==> src/rtl/clkprog_pkg.sv <==
// Shared types and constants for the serial clock register bank receiver.
// Assumes a 24-bit command word whose top three bits name the target.
package clkprog_pkg;

    localparam int WORD_W     = 24;
    localparam int DEST_W     = 3;
    localparam int PAYLOAD_W  = WORD_W - DEST_W;
    localparam int UNLOCK_MIN = 6;
    localparam int NVID       = 3;
    localparam int PRE_LSB    = 12;
    localparam int CHG_BIT    = 19;
    localparam int PD2_BIT    = 20;

    localparam logic [DEST_W-1:0] DST_MEM = 3'd3;
    localparam logic [DEST_W-1:0] DST_PD  = 3'd4;
    localparam logic [DEST_W-1:0] DST_CTL = 3'd6;

    localparam logic [3:0] IDX_OFF  = 4'd14;
    localparam logic [3:0] IDX_MCLK = 4'd15;

    // Synthesizer setting as stored in the video and memory registers
    typedef struct packed {
        logic [3:0] idx;
        logic [6:0] p;
        logic [2:0] m;
        logic [6:0] q;
    } clkword_t;

    typedef enum logic [1:0] {
        ST_IDLE,
        ST_START,
        ST_BITS,
        ST_STOP
    } frame_st_t;

    typedef enum logic [2:0] {
        VS_REG0 = 3'd0,
        VS_REG1 = 3'd1,
        VS_REG2 = 3'd2,
        VS_FEAT = 3'd4,
        VS_OFF  = 3'd5,
        VS_MCLK = 3'd6
    } vsrc_t;

    // Reset default for register d (0..2 video, 3 memory) under strap code c
    function automatic clkword_t reset_word(input logic [1:0] c, input logic [1:0] d);
        clkword_t w;
        int unsigned ci;
        int unsigned di;
        ci    = int'(c);
        di    = int'(d);
        w.q   = 7'(10 * ci + di);
        w.m   = 3'(di);
        w.p   = 7'(50 + ci);
        w.idx = 4'(ci + di);
        return w;
    endfunction

endpackage

==> src/rtl/clkprog_sync.sv <==
// Multi-stage synchronizer for asynchronous level inputs.
// Assumes inputs are quasi-static levels; resets all stages to zero.
module clkprog_sync #(
    parameter int W      = 3,
    parameter int STAGES = 2
) (
    input  logic         clk,
    input  logic         rst_n,
    input  logic [W-1:0] d,
    output logic [W-1:0] q
);

    logic [W-1:0] ff [STAGES];

    // Shift each input through STAGES flops
    always_ff @(posedge clk) begin
        if (!rst_n) begin
            for (int i = 0; i < STAGES; i++) ff[i] <= '0;
        end else begin
            ff[0] <= d;
            for (int i = 1; i < STAGES; i++) ff[i] <= ff[i-1];
        end
    end

    assign q = ff[STAGES-1];

endmodule

==> src/rtl/clkprog_frame.sv <==
// Frame decoder for the two-wire programming link.
// Counts unlock pairs, detects the start pattern, collects complementary
// bit pairs LSB first and emits a one-cycle write pulse at a valid stop.
// Assumes sclk/sdat are already synchronized to clk.
module clkprog_frame
    import clkprog_pkg::*;
#(
    parameter int FW         = WORD_W,
    parameter int UNLOCK_CNT = UNLOCK_MIN
) (
    input  logic          clk,
    input  logic          rst_n,
    input  logic          sclk,
    input  logic          sdat,
    output logic          wr_valid,
    output logic [FW-1:0] wr_word,
    output logic          err_n
);

    localparam int CW  = $clog2(FW + 1);
    localparam int UCW = $clog2(UNLOCK_CNT + 1);
    localparam logic [CW-1:0]  LAST_BIT = CW'(FW - 1);
    localparam logic [UCW-1:0] UMAX     = UCW'(UNLOCK_CNT);

    frame_st_t       state;
    logic [UCW-1:0]  ucnt;
    logic [CW-1:0]   bitcnt;
    logic            inv_q;
    logic [FW-1:0]   shreg;
    logic            err_q;
    logic            sclk_q;
    logic            sdat_q;

    logic clk_rise, clk_fall, dat_rise, dat_fall;

    // Edge detection of the synchronized lines
    always_comb begin
        clk_rise = sclk & ~sclk_q;
        clk_fall = ~sclk & sclk_q;
        dat_rise = sdat & ~sdat_q;
        dat_fall = ~sdat & sdat_q;
    end

    // Frame sequencing: unlock, start, bit pairs, stop
    always_ff @(posedge clk) begin
        if (!rst_n) begin
            state    <= ST_IDLE;
            ucnt     <= '0;
            bitcnt   <= '0;
            inv_q    <= 1'b0;
            shreg    <= '0;
            err_q    <= 1'b0;
            wr_valid <= 1'b0;
            sclk_q   <= 1'b0;
            sdat_q   <= 1'b0;
        end else begin
            sclk_q   <= sclk;
            sdat_q   <= sdat;
            wr_valid <= 1'b0;
            unique case (state)
                ST_IDLE: begin
                    if (clk_fall) begin
                        if (!sdat)             ucnt <= '0;
                        else if (ucnt != UMAX) ucnt <= ucnt + 1'b1;
                    end else if (dat_fall) begin
                        if (!sclk && ucnt == UMAX) begin
                            state  <= ST_START;
                            bitcnt <= '0;
                        end
                        ucnt <= '0;
                    end
                end
                ST_START: begin
                    if (dat_rise) begin
                        state <= ST_IDLE;
                    end else if (clk_rise) begin
                        if (sdat) begin
                            state <= ST_IDLE;
                        end else if (bitcnt == CW'(1)) begin
                            state  <= ST_BITS;
                            bitcnt <= '0;
                            err_q  <= 1'b0;
                        end else begin
                            bitcnt <= bitcnt + 1'b1;
                        end
                    end
                end
                ST_BITS: begin
                    if (clk_fall) begin
                        inv_q <= sdat;
                    end else if (clk_rise) begin
                        if (sdat == inv_q) begin
                            err_q <= 1'b1;
                            state <= ST_IDLE;
                        end else begin
                            shreg  <= {sdat, shreg[FW-1:1]};
                            bitcnt <= bitcnt + 1'b1;
                            if (bitcnt == LAST_BIT) state <= ST_STOP;
                        end
                    end
                end
                ST_STOP: begin
                    if (clk_fall) begin
                        inv_q <= sdat;
                    end else if (clk_rise) begin
                        if (inv_q && sdat) wr_valid <= 1'b1;
                        else               err_q    <= 1'b1;
                        state <= ST_IDLE;
                    end
                end
                default: state <= ST_IDLE;
            endcase
        end
    end

    assign wr_word = shreg;
    assign err_n   = ~err_q;

    // Bit counter stays inside the word while collecting bits
    p_bitcnt_bound_r3: assert property (@(posedge clk) disable iff (!rst_n)
        (state == ST_BITS) |-> (bitcnt <= LAST_BIT));

    // A write pulse only follows the stop state
    p_write_after_stop_r3: assert property (@(posedge clk) disable iff (!rst_n)
        wr_valid |-> ($past(state) == ST_STOP));

    // Error flag drops only while a word is in flight
    p_err_cause_r4: assert property (@(posedge clk) disable iff (!rst_n)
        $fell(err_n) |-> ($past(state) == ST_BITS || $past(state) == ST_STOP));

    // Error flag clears only at an accepted start
    p_err_clear_r4: assert property (@(posedge clk) disable iff (!rst_n)
        $rose(err_n) |-> ($past(state) == ST_START));

endmodule

==> src/rtl/clkprog_regs.sv <==
// Register bank: three video settings, memory setting, power-down code and
// control bits. Loads strap-selected defaults during reset and accepts a
// full word on each write pulse. Assumes wr_word is stable while wr_valid.
module clkprog_regs
    import clkprog_pkg::*;
#(
    parameter int NV = NVID
) (
    input  logic                   clk,
    input  logic                   rst_n,
    input  logic [1:0]             init_code,
    input  logic                   wr_valid,
    input  logic [WORD_W-1:0]      wr_word,
    output clkword_t [NV-1:0]      vid_words,
    output clkword_t               mem_word,
    output logic [3:0]             pd_code,
    output logic [NV-1:0]          pre4,
    output logic                   chg_mclk,
    output logic                   pd_mode2
);

    logic [DEST_W-1:0]    dest;
    logic [PAYLOAD_W-1:0] payload;

    assign dest    = wr_word[WORD_W-1 -: DEST_W];
    assign payload = wr_word[PAYLOAD_W-1:0];

    for (genvar g = 0; g < NV; g++) begin : g_vid
        localparam logic [DEST_W-1:0] MY_DEST = DEST_W'(g);
        // Video register g: default at reset, replaced on a matching write
        always_ff @(posedge clk) begin
            if (!rst_n)                          vid_words[g] <= reset_word(init_code, 2'(g));
            else if (wr_valid && dest == MY_DEST) vid_words[g] <= clkword_t'(payload);
        end
    end

    // Memory register
    always_ff @(posedge clk) begin
        if (!rst_n)                          mem_word <= reset_word(init_code, 2'd3);
        else if (wr_valid && dest == DST_MEM) mem_word <= clkword_t'(payload);
    end

    // Power-down divisor code
    always_ff @(posedge clk) begin
        if (!rst_n)                         pd_code <= 4'd8;
        else if (wr_valid && dest == DST_PD) pd_code <= payload[PAYLOAD_W-1 -: 4];
    end

    // Control bits
    always_ff @(posedge clk) begin
        if (!rst_n) begin
            pre4     <= '0;
            chg_mclk <= 1'b0;
            pd_mode2 <= 1'b0;
        end else if (wr_valid && dest == DST_CTL) begin
            pre4     <= wr_word[PRE_LSB +: NV];
            chg_mclk <= wr_word[CHG_BIT];
            pd_mode2 <= wr_word[PD2_BIT];
        end
    end

    // Unused target codes leave every register untouched
    p_bad_dest_hold_r5: assert property (@(posedge clk) disable iff (!rst_n)
        (wr_valid && (dest == 3'd5 || dest == 3'd7)) |=>
        ($stable(vid_words) && $stable(mem_word) && $stable(pd_code) &&
         $stable(pre4) && $stable(chg_mclk) && $stable(pd_mode2)));

    // A power-down write stores the index-position field
    p_pd_write_r10: assert property (@(posedge clk) disable iff (!rst_n)
        (wr_valid && dest == DST_PD) |=> (pd_code == $past(wr_word[20:17])));

endmodule

==> src/rtl/clkprog_vsel.sv <==
// Video source selector: maps the select pins and the internal-clock strap
// to a register pick and a source code, applying the off / memory-clock
// index values. Purely combinational; assumes three video registers.
module clkprog_vsel
    import clkprog_pkg::*;
#(
    parameter int NV = NVID
) (
    input  logic [1:0]          sel,
    input  logic                intclk,
    input  logic [NV-1:0][3:0]  idx_all,
    output logic [1:0]          pick,
    output vsrc_t               vsrc
);

    logic       feat;
    logic [3:0] idx_pick;

    // Register pick: 00 and 01 direct, both 1x codes land on the last register
    always_comb begin
        unique case (sel)
            2'b00:   pick = 2'd0;
            2'b01:   pick = 2'd1;
            default: pick = 2'(NV - 1);
        endcase
        feat     = (sel == 2'b10) && !intclk;
        idx_pick = idx_all[pick];
    end

    // Source code: feature clock first, then the special index values
    always_comb begin
        if (feat)                       vsrc = VS_FEAT;
        else if (idx_pick == IDX_OFF)   vsrc = VS_OFF;
        else if (idx_pick == IDX_MCLK)  vsrc = VS_MCLK;
        else                            vsrc = vsrc_t'({1'b0, pick});
    end

endmodule

==> src/rtl/clkprog_rx.sv <==
// Top of the serial clock register bank receiver. Synchronizes the link
// and strap pins, decodes frames, holds the register bank and presents the
// decoded fields of the picked video register and the memory register.
// Assumes init_i is static around reset.
module clkprog_rx
    import clkprog_pkg::*;
(
    input  logic       clk,
    input  logic       rst_n,
    input  logic       prog_clk_i,
    input  logic       prog_dat_i,
    input  logic       intclk_i,
    input  logic [1:0] init_i,
    output logic       err_n_o,
    output logic [2:0] vsrc_o,
    output logic [7:0] vid_q_o,
    output logic [7:0] vid_div_o,
    output logic [7:0] vid_p_o,
    output logic [3:0] vid_idx_o,
    output logic [2:0] vid_pre_o,
    output logic [7:0] mem_q_o,
    output logic [7:0] mem_div_o,
    output logic [7:0] mem_p_o,
    output logic [3:0] mem_idx_o,
    output logic [5:0] pd_div_o,
    output logic       chg_mclk_o,
    output logic       pd_mode2_o
);

    logic [2:0]              sync_q;
    logic                    s_clk, s_dat, s_int;
    logic                    wr_valid;
    logic [WORD_W-1:0]       wr_word;
    clkword_t [NVID-1:0]     vid_words;
    clkword_t                mem_word;
    logic [3:0]              pd_code;
    logic [NVID-1:0]         pre4;
    logic [NVID-1:0][3:0]    idx_all;
    logic [1:0]              pick;
    vsrc_t                   vsrc;
    clkword_t                vw;

    clkprog_sync #(.W(3), .STAGES(2)) u_sync (
        .clk   (clk),
        .rst_n (rst_n),
        .d     ({intclk_i, prog_dat_i, prog_clk_i}),
        .q     (sync_q)
    );

    assign s_clk = sync_q[0];
    assign s_dat = sync_q[1];
    assign s_int = sync_q[2];

    clkprog_frame #(.FW(WORD_W), .UNLOCK_CNT(UNLOCK_MIN)) u_frame (
        .clk      (clk),
        .rst_n    (rst_n),
        .sclk     (s_clk),
        .sdat     (s_dat),
        .wr_valid (wr_valid),
        .wr_word  (wr_word),
        .err_n    (err_n_o)
    );

    clkprog_regs #(.NV(NVID)) u_regs (
        .clk       (clk),
        .rst_n     (rst_n),
        .init_code (init_i),
        .wr_valid  (wr_valid),
        .wr_word   (wr_word),
        .vid_words (vid_words),
        .mem_word  (mem_word),
        .pd_code   (pd_code),
        .pre4      (pre4),
        .chg_mclk  (chg_mclk_o),
        .pd_mode2  (pd_mode2_o)
    );

    for (genvar g = 0; g < NVID; g++) begin : g_idx
        assign idx_all[g] = vid_words[g].idx;
    end

    clkprog_vsel #(.NV(NVID)) u_vsel (
        .sel     ({s_dat, s_clk}),
        .intclk  (s_int),
        .idx_all (idx_all),
        .pick    (pick),
        .vsrc    (vsrc)
    );

    // Field decode of the picked video register and the memory register
    always_comb begin
        vw        = vid_words[pick];
        vsrc_o    = vsrc;
        vid_q_o   = {1'b0, vw.q} + 8'd2;
        vid_p_o   = {1'b0, vw.p} + 8'd3;
        vid_div_o = 8'd1 << vw.m;
        vid_idx_o = vw.idx;
        vid_pre_o = pre4[pick] ? 3'd4 : 3'd2;
        mem_q_o   = {1'b0, mem_word.q} + 8'd2;
        mem_p_o   = {1'b0, mem_word.p} + 8'd3;
        mem_div_o = 8'd1 << mem_word.m;
        mem_idx_o = mem_word.idx;
        pd_div_o  = 6'd34 - {1'b0, pd_code, 1'b0};
    end

    // Source code is always one of the defined values
    p_src_legal_r7: assert property (@(posedge clk) disable iff (!rst_n)
        (vsrc_o != 3'd3) && (vsrc_o != 3'd7));

    // Clock-off code only with index 14 on the picked register
    p_off_idx_r8: assert property (@(posedge clk) disable iff (!rst_n)
        (vsrc_o == 3'd5) |-> (vid_idx_o == 4'd14));

endmodule

==> config.mk <==
export PLATFORM = sky130hd
export DESIGN_NAME = clkprog_rx
export DESIGN_NICKNAME = d
export VERILOG_FILES = /design/src/rtl/clkprog_pkg.sv /design/src/rtl/clkprog_sync.sv /design/src/rtl/clkprog_frame.sv /design/src/rtl/clkprog_regs.sv /design/src/rtl/clkprog_vsel.sv /design/src/rtl/clkprog_rx.sv
export SDC_FILE = /design/constraint.sdc
export NUM_CORES = 1
export LEC_CHECK = 0
export BUFFER_PORTS_ARGS = -buffer_cell sky130_fd_sc_hd__buf_2
export CAP_MARGIN = 20
export CORE_ASPECT_RATIO = 1.4
export CORE_UTILIZATION = 40
export DETAILED_ROUTE_END_ITERATION = 12
export PLACE_DENSITY = 0.6
export SETUP_SLACK_MARGIN = 0.4
export SYNTH_ARGS = -nofsm -noshare
export SYNTH_HDL_FRONTEND = slang
export SYNTH_SLANG_ARGS = --single-unit
==> constraint.sdc <==
create_clock -name clk -period 2.36 [get_ports clk]
set_input_delay 0.472 -clock clk [delete_from_list [all_inputs] [get_ports clk]]
set_output_delay 0.472 -clock clk [all_outputs]
set_load 0.01 [all_outputs]
# ---- Yosys cells after proc, flatten, opt, wreduce, memory -nomap -nowiden
# Memories as Yosys holds them, arrays and structs flattened.
# Index checks and enable logic that the tools add are counted.
dict set report classes {
  shift 2
  multipliers 1
  n_reduce_logical 25
  muxes 64
  addsub 14
  n_bitwise 16
  n_lt_le_gt_ge 1
  n_eq_ne 39
}
# cell count
set ops {}
lappend ops {{$mux 21} 7}
lappend ops {{$mux 5} 10}
lappend ops {{$bmux 21 s2} 1}
lappend ops {{$mux 19} 2}
lappend ops {{$add 7x2->8 const B} 4}
lappend ops {{$mux 3} 10}
lappend ops {{$mux 2} 13}
lappend ops {{$ne 2x1->1 const B} 11}
lappend ops {{$reduce_and 10->1} 2}
lappend ops {{$shl 1x3->8 const A} 2}
lappend ops {{$pmux 5 s3} 1}
lappend ops {{$add 6x2->7 const B} 2}
lappend ops {{$mux 1} 14}
lappend ops {{$ne 2x2->1 const B} 7}
lappend ops {{$reduce_and 11->1} 1}
lappend ops {{$not 1->1} 10}
lappend ops {{$eq 3x3->1 const B} 3}
lappend ops {{$logic_and 1x1->1} 9}
lappend ops {{$bmux 4 s2} 1}
lappend ops {{$eq 4x4->1 const B} 2}
lappend ops {{$pmux 2 s4} 1}
lappend ops {{$add 6x1->7 const B} 1}
lappend ops {{$add 6x2->7 const A} 1}
lappend ops {{$add 2x2->3 const B} 2}
lappend ops {{other kinds (32)} 45}
dict set report totals {
  n_memories 1
  inputBits 7
  out_inout_bits 71
  ramBits 6
  wordCells 194
  regBits 132
}
# name depth width read_ports rd_ports_with_merged_regs wr line_no
set memory_table {}
lappend memory_table {u_sync.ff 2 3 2 0 2 clkprog_sync.sv:13} ;# logic [W-1:0] ff [STAGES];

# ---- Depth between registers and ports, before layout
# An unclocked memory read counts as a cell.
dict set report logic_depth {
  word_depth 9
  depth_mapped 9
  depth_no_buf 7
}

# ---- Hierarchy
# From an unflattened synthesis, not the netlist that was laid out.
dict set report unflattened {
  cells_unflattened 684
  hier_area_um2 6985.4
}
# module area_each_um2 cells_each seq_area_each_um2 n_inst
set by_module_without_submodules {}
lappend by_module_without_submodules {clkprog_regs 3757.4 287 2542.4 1}
lappend by_module_without_submodules {clkprog_frame 1826.8 218 780.7 1}
lappend by_module_without_submodules {clkprog_rx 1108.6 149 0.0 1}
lappend by_module_without_submodules {clkprog_sync 180.2 15 120.1 1}
lappend by_module_without_submodules {clkprog_vsel 112.6 15 0.0 1}

# ---- Least setup slack after synthesis
# No wires, ideal clock.
dict set report synth_path {
  path_type {flip-flop to output port}
  startpoint {mem u_sync.ff[1][0], in the netlist u_sync.ff[0][3]}
  endpoint {out vid_q_o[5]}
  arrival_time_ns 1.858
  path_slack_ns 0.030
  path_stages_with_launch 9
  path_buffers 1
  required_time_ns 1.888
  cell_sequence {dfxtp_1 buf_6 mux2_2 mux2i_1 inv_1 ha_1 nand2b_1 nor2_1 xnor2_1}
}
# item line_no
set synth_lines {}
lappend synth_lines {{from (decl)} clkprog_sync.sv:13}
lappend synth_lines {{to (decl)} clkprog_rx.sv:16} ;# output logic [7:0] vid_q_o,

==> run_results.csv <==
group,metric,value,unit
job,drv_cap,0,
logic_synthesis,synth_top_area_share,30.3,%
worst_setup_path,cp.arrival,2.14,ns
die,io_pins,78,
placed_design,preCtsSetupSlack,0.00659,ns
logic_synthesis,synthSimpleGateAreaFrac,19.6,%
logic_synthesis,synth_compound_area_share,12.9,%
logic_synthesis,synth_warnings,0,
layout,fin_util,52.8,%
clock_network,htree_levels,4,
logic_synthesis,synth_top_family_by_area,"simple AND/OR/NAND/NOR gates",
pwr,netSwitchingPower,1.38,mW
logic_synthesis,synth_fa_ha_area_share,3.34,%
logic_synthesis,avgSynthCellArea,9.60,µm²
global_routing,grt_pass1_wl,27000,µm
status,violations,"design-rule violations, negative setup slack",
worst_setup_path,r2r_slack,0.34,ns
pwr,p_sw_share,23.5,%
logic_synthesis,yosysMostFrequentCell,"nand2_1",
placed_design,place_congestion,0.806,
clock_network,clk_pin_slew,0.06,ns
clock_network,root_buffer,"clkbuf_16",
route,drc,4,
timing,tns,-1.87,ns
clock_network,numCtsBuffers,17,
pwr,finalPower,5.86,mW
worst_setup_path,crit_required,1.89,ns
logic_synthesis,synth_commonest_cells,"nand2_1, dfxtp_1, nor2_1",
die,num_rows,55,
worst_setup_path,cp_max_fo,8,
logic_synthesis,yosysSeqAreaShare,51.0,%
timing,finalCritPeriodShare,110,%
pwr,cellLeakagePower,3.63,nW
global_routing,grt_pass1_vias,5298,
hold_path,hp-class,"in2reg",
logic_synthesis,async_flop_share,0,%
placed_design,place_inst,973,
global_routing,antenna_found_initial,0,
layout,layout.nets,839,
route,routed-via-count,5312,
die,coreArea,0.0163,mm²
status,outcome,"finished with violations",
route,dr.pass1.iters,8,
worst_setup_path,cp-start-kind,"flop",
pwr,p_int,4.48,mW
logic_synthesis,synthFlopType,"dfxtp_1",
logic_synthesis,synth-edff-count,68,
layout,syn_to_final_growth,27.7,%
pwr,vdd_drop_max,0.000436,V
layout,num-fill-cells,1430,
timing,whs,0.261,ns
timing,setup_viol,14,
logic_synthesis,synth.area.mux_share,6.10,%
route,ant_nets,0,
die,fp.dieH,156,µm
timing,fin_crit,2.61,ns
layout,diodes,0,
die,initial_utilization,41.4,%
logic_synthesis,synth_seq_cells,138,
logic_synthesis,synth_top_cell_by_area,"edfxtp_1",
logic_synthesis,synth_area_leaders,"edfxtp_1, dfxtp_1, nand2_1",
route,drt-vias-per-instance,5.18,
timing,fin_skew,0.00689,ns
timing,finalHoldViolCount,0,
route,routed_wl,17400,µm
clock_network,clock-sinks,138,
timing,fin_ws,-0.248,ns
timing,max_slew.worst_pin.slew,0.824,ns
logic_synthesis,synth_xor_area_share,2.47,%
clock_network,cts_tree,"yes",
timing,report.final.slew_viol_count,0,
timing,rsz0062_at_grt,"yes",
logic_synthesis,synth.distinct_cells,58,
die,die_w,112,µm
timing,maxSlewHeadroom,44.6,%
timing,fmaxAchievable,383,MHz
global_routing,globalRoute.totalOverflow,0,
global_routing,grt_usage,20.0,%
route,drtIter0Drc,286,
logic_synthesis,netlist_instances,703,
layout,final_design_area_no_fill,0.00861,mm²
global_routing,grt_start_max_net_pins,40,
pwr,combPwrFrac,10.4,%
logic_synthesis,syn_area,0.00675,mm²
layout,instances_no_fill,1026,
layout,multi_input_area,0.00333,mm²
die,die_area,0.0174,mm²
route,post_drt_wl_per_cell,16.9,µm
layout,drive_above_1_share,29.7,%
pwr,power.density,681,mW/mm²
pwr,power_frac_seq,44.8,%
clock_network,clk_path_buf_depth,2,
placed_design,hpwl,11900,µm
placed_design,placed_cell_area,0.00752,mm²
worst_setup_path,end_kind,"output port",
worst_setup_path,crit_type,"reg2out",
layout,regArea,0.00345,mm²
clock_network,clock_latency,0.42,ns
pwr,pwr-share-clk,44.9,%
placed_design,place.port_buffers,75,
==> final cells by class <==
type                       count  area share (%)
sequential                   138            40.1
inverter                      24            1.08
tap                          199            2.89
clock buffer                  21            5.36
timing repair buffer         135            10.5
clock inverter                11            1.42
multi-input combinational    498            38.7
==> critical path, stage by stage, from the launching register on <==
cell and delay (ns):
dfxtp_4 0.42, buf_8 0.15, mux2_2 0.34, mux2i_2 0.18, or2_4 0.18, a211o_1 0.17
xor2_2 0.13, buf_2 0.13
==> timing repair <==
| item | in CTS | in global routing |
|---|---|---|
| pin swaps | 6 | 27 |
| hold buffers | 0 | 0 |
| gates resized for setup | 27 | 50 |
| setup buffers | 9 | 11 |
| gates cloned | 0 | 1 |
| endpoints found under the setup margin | 45 | 52 |
==> per-layer routing <==
layer | vias to the layer above | GRT usage, % | share of wire [%]
li1 | 2627 | - | -
met1 | 2539 | 21.0 | 39
met2 | 117 | 39.0 | 56
met3 | 29 | 3.30 | 3.0
met4 | 0 | 8.43 | 2.5
met5 | - | 0 | 0
==> kinds of logic after synthesis <==
kind of cell,count (synthesis)
adders and majority gates,18
buffers and inverters,68
AOI/OAI and AO/OA,131
other,1
muxes,40
DFF,138
xor gates and xnor gates,19
and+or+nand+nor,288
==> power groups by stage <==
stage	Clock, mW	Sequential (mW)	Combinational (mW)
finish	2.63	2.62	0.607
CTS	2.66	2.62	0.539
detailed placement	0	2.67	0.488
global route	2.77	2.63	0.659
floorplan	0	2.66	0.330
global placement	0	2.67	0.479
==> layout by cell type, fill, tap and decap left out, types with 4 or more instances in the layout <==
cell type	instances
a21o_1	40
a21oi_1	45
a21oi_2	7
and2_1	7
and3_1	7
buf_2	74
buf_4	50
buf_6	7
clkbuf_16	19
clkinvlp_4	4
dfxtp_1	67
edfxtp_1	68
ha_1	13
inv_1	18
inv_2	4
mux2_2	8
mux2i_1	27
nand2_1	138
nand3_1	14
nor2_1	63
nor2_2	5
nor2b_1	5
nor3_1	6
nor3b_1	4
o21a_1	4
o21ai_0	7
o21ai_1	4
xnor2_1	11
xor2_1	4
==> state kept, by name, indices dropped and copies added (netlist names) <==
name,flops
u_frame.bitcnt,5
u_frame.err_q,1
u_frame.inv_q,1
u_frame.sclk_q,1
u_frame.sdat_q,1
u_frame.state,2
u_frame.ucnt,3
u_frame.wr_valid,1
u_frame.wr_word,24
u_regs.chg_mclk,1
u_regs.mem_word,21
u_regs.pd_code,4
u_regs.pd_mode2,1
u_regs.pre4,3
u_regs.vid_words,63
u_sync.ff,6
==> path summary, 6_finish.rpt <==
| kind | from | endpoint | cells after the start |
|---|---|---|---|
| min | intclk_i | u_sync.ff[0][2] | 2 |
| max | u_sync.ff[0][3] | vid_p_o[5] | 7 |
| min reg2reg | u_sync.ff[0][0] | u_sync.ff[0][3] | 1 |
| max reg2reg | u_sync.ff[0][3] | u_frame.bitcnt[3] | 8 |
Note: power is estimated with default switching activity, not from simulation.
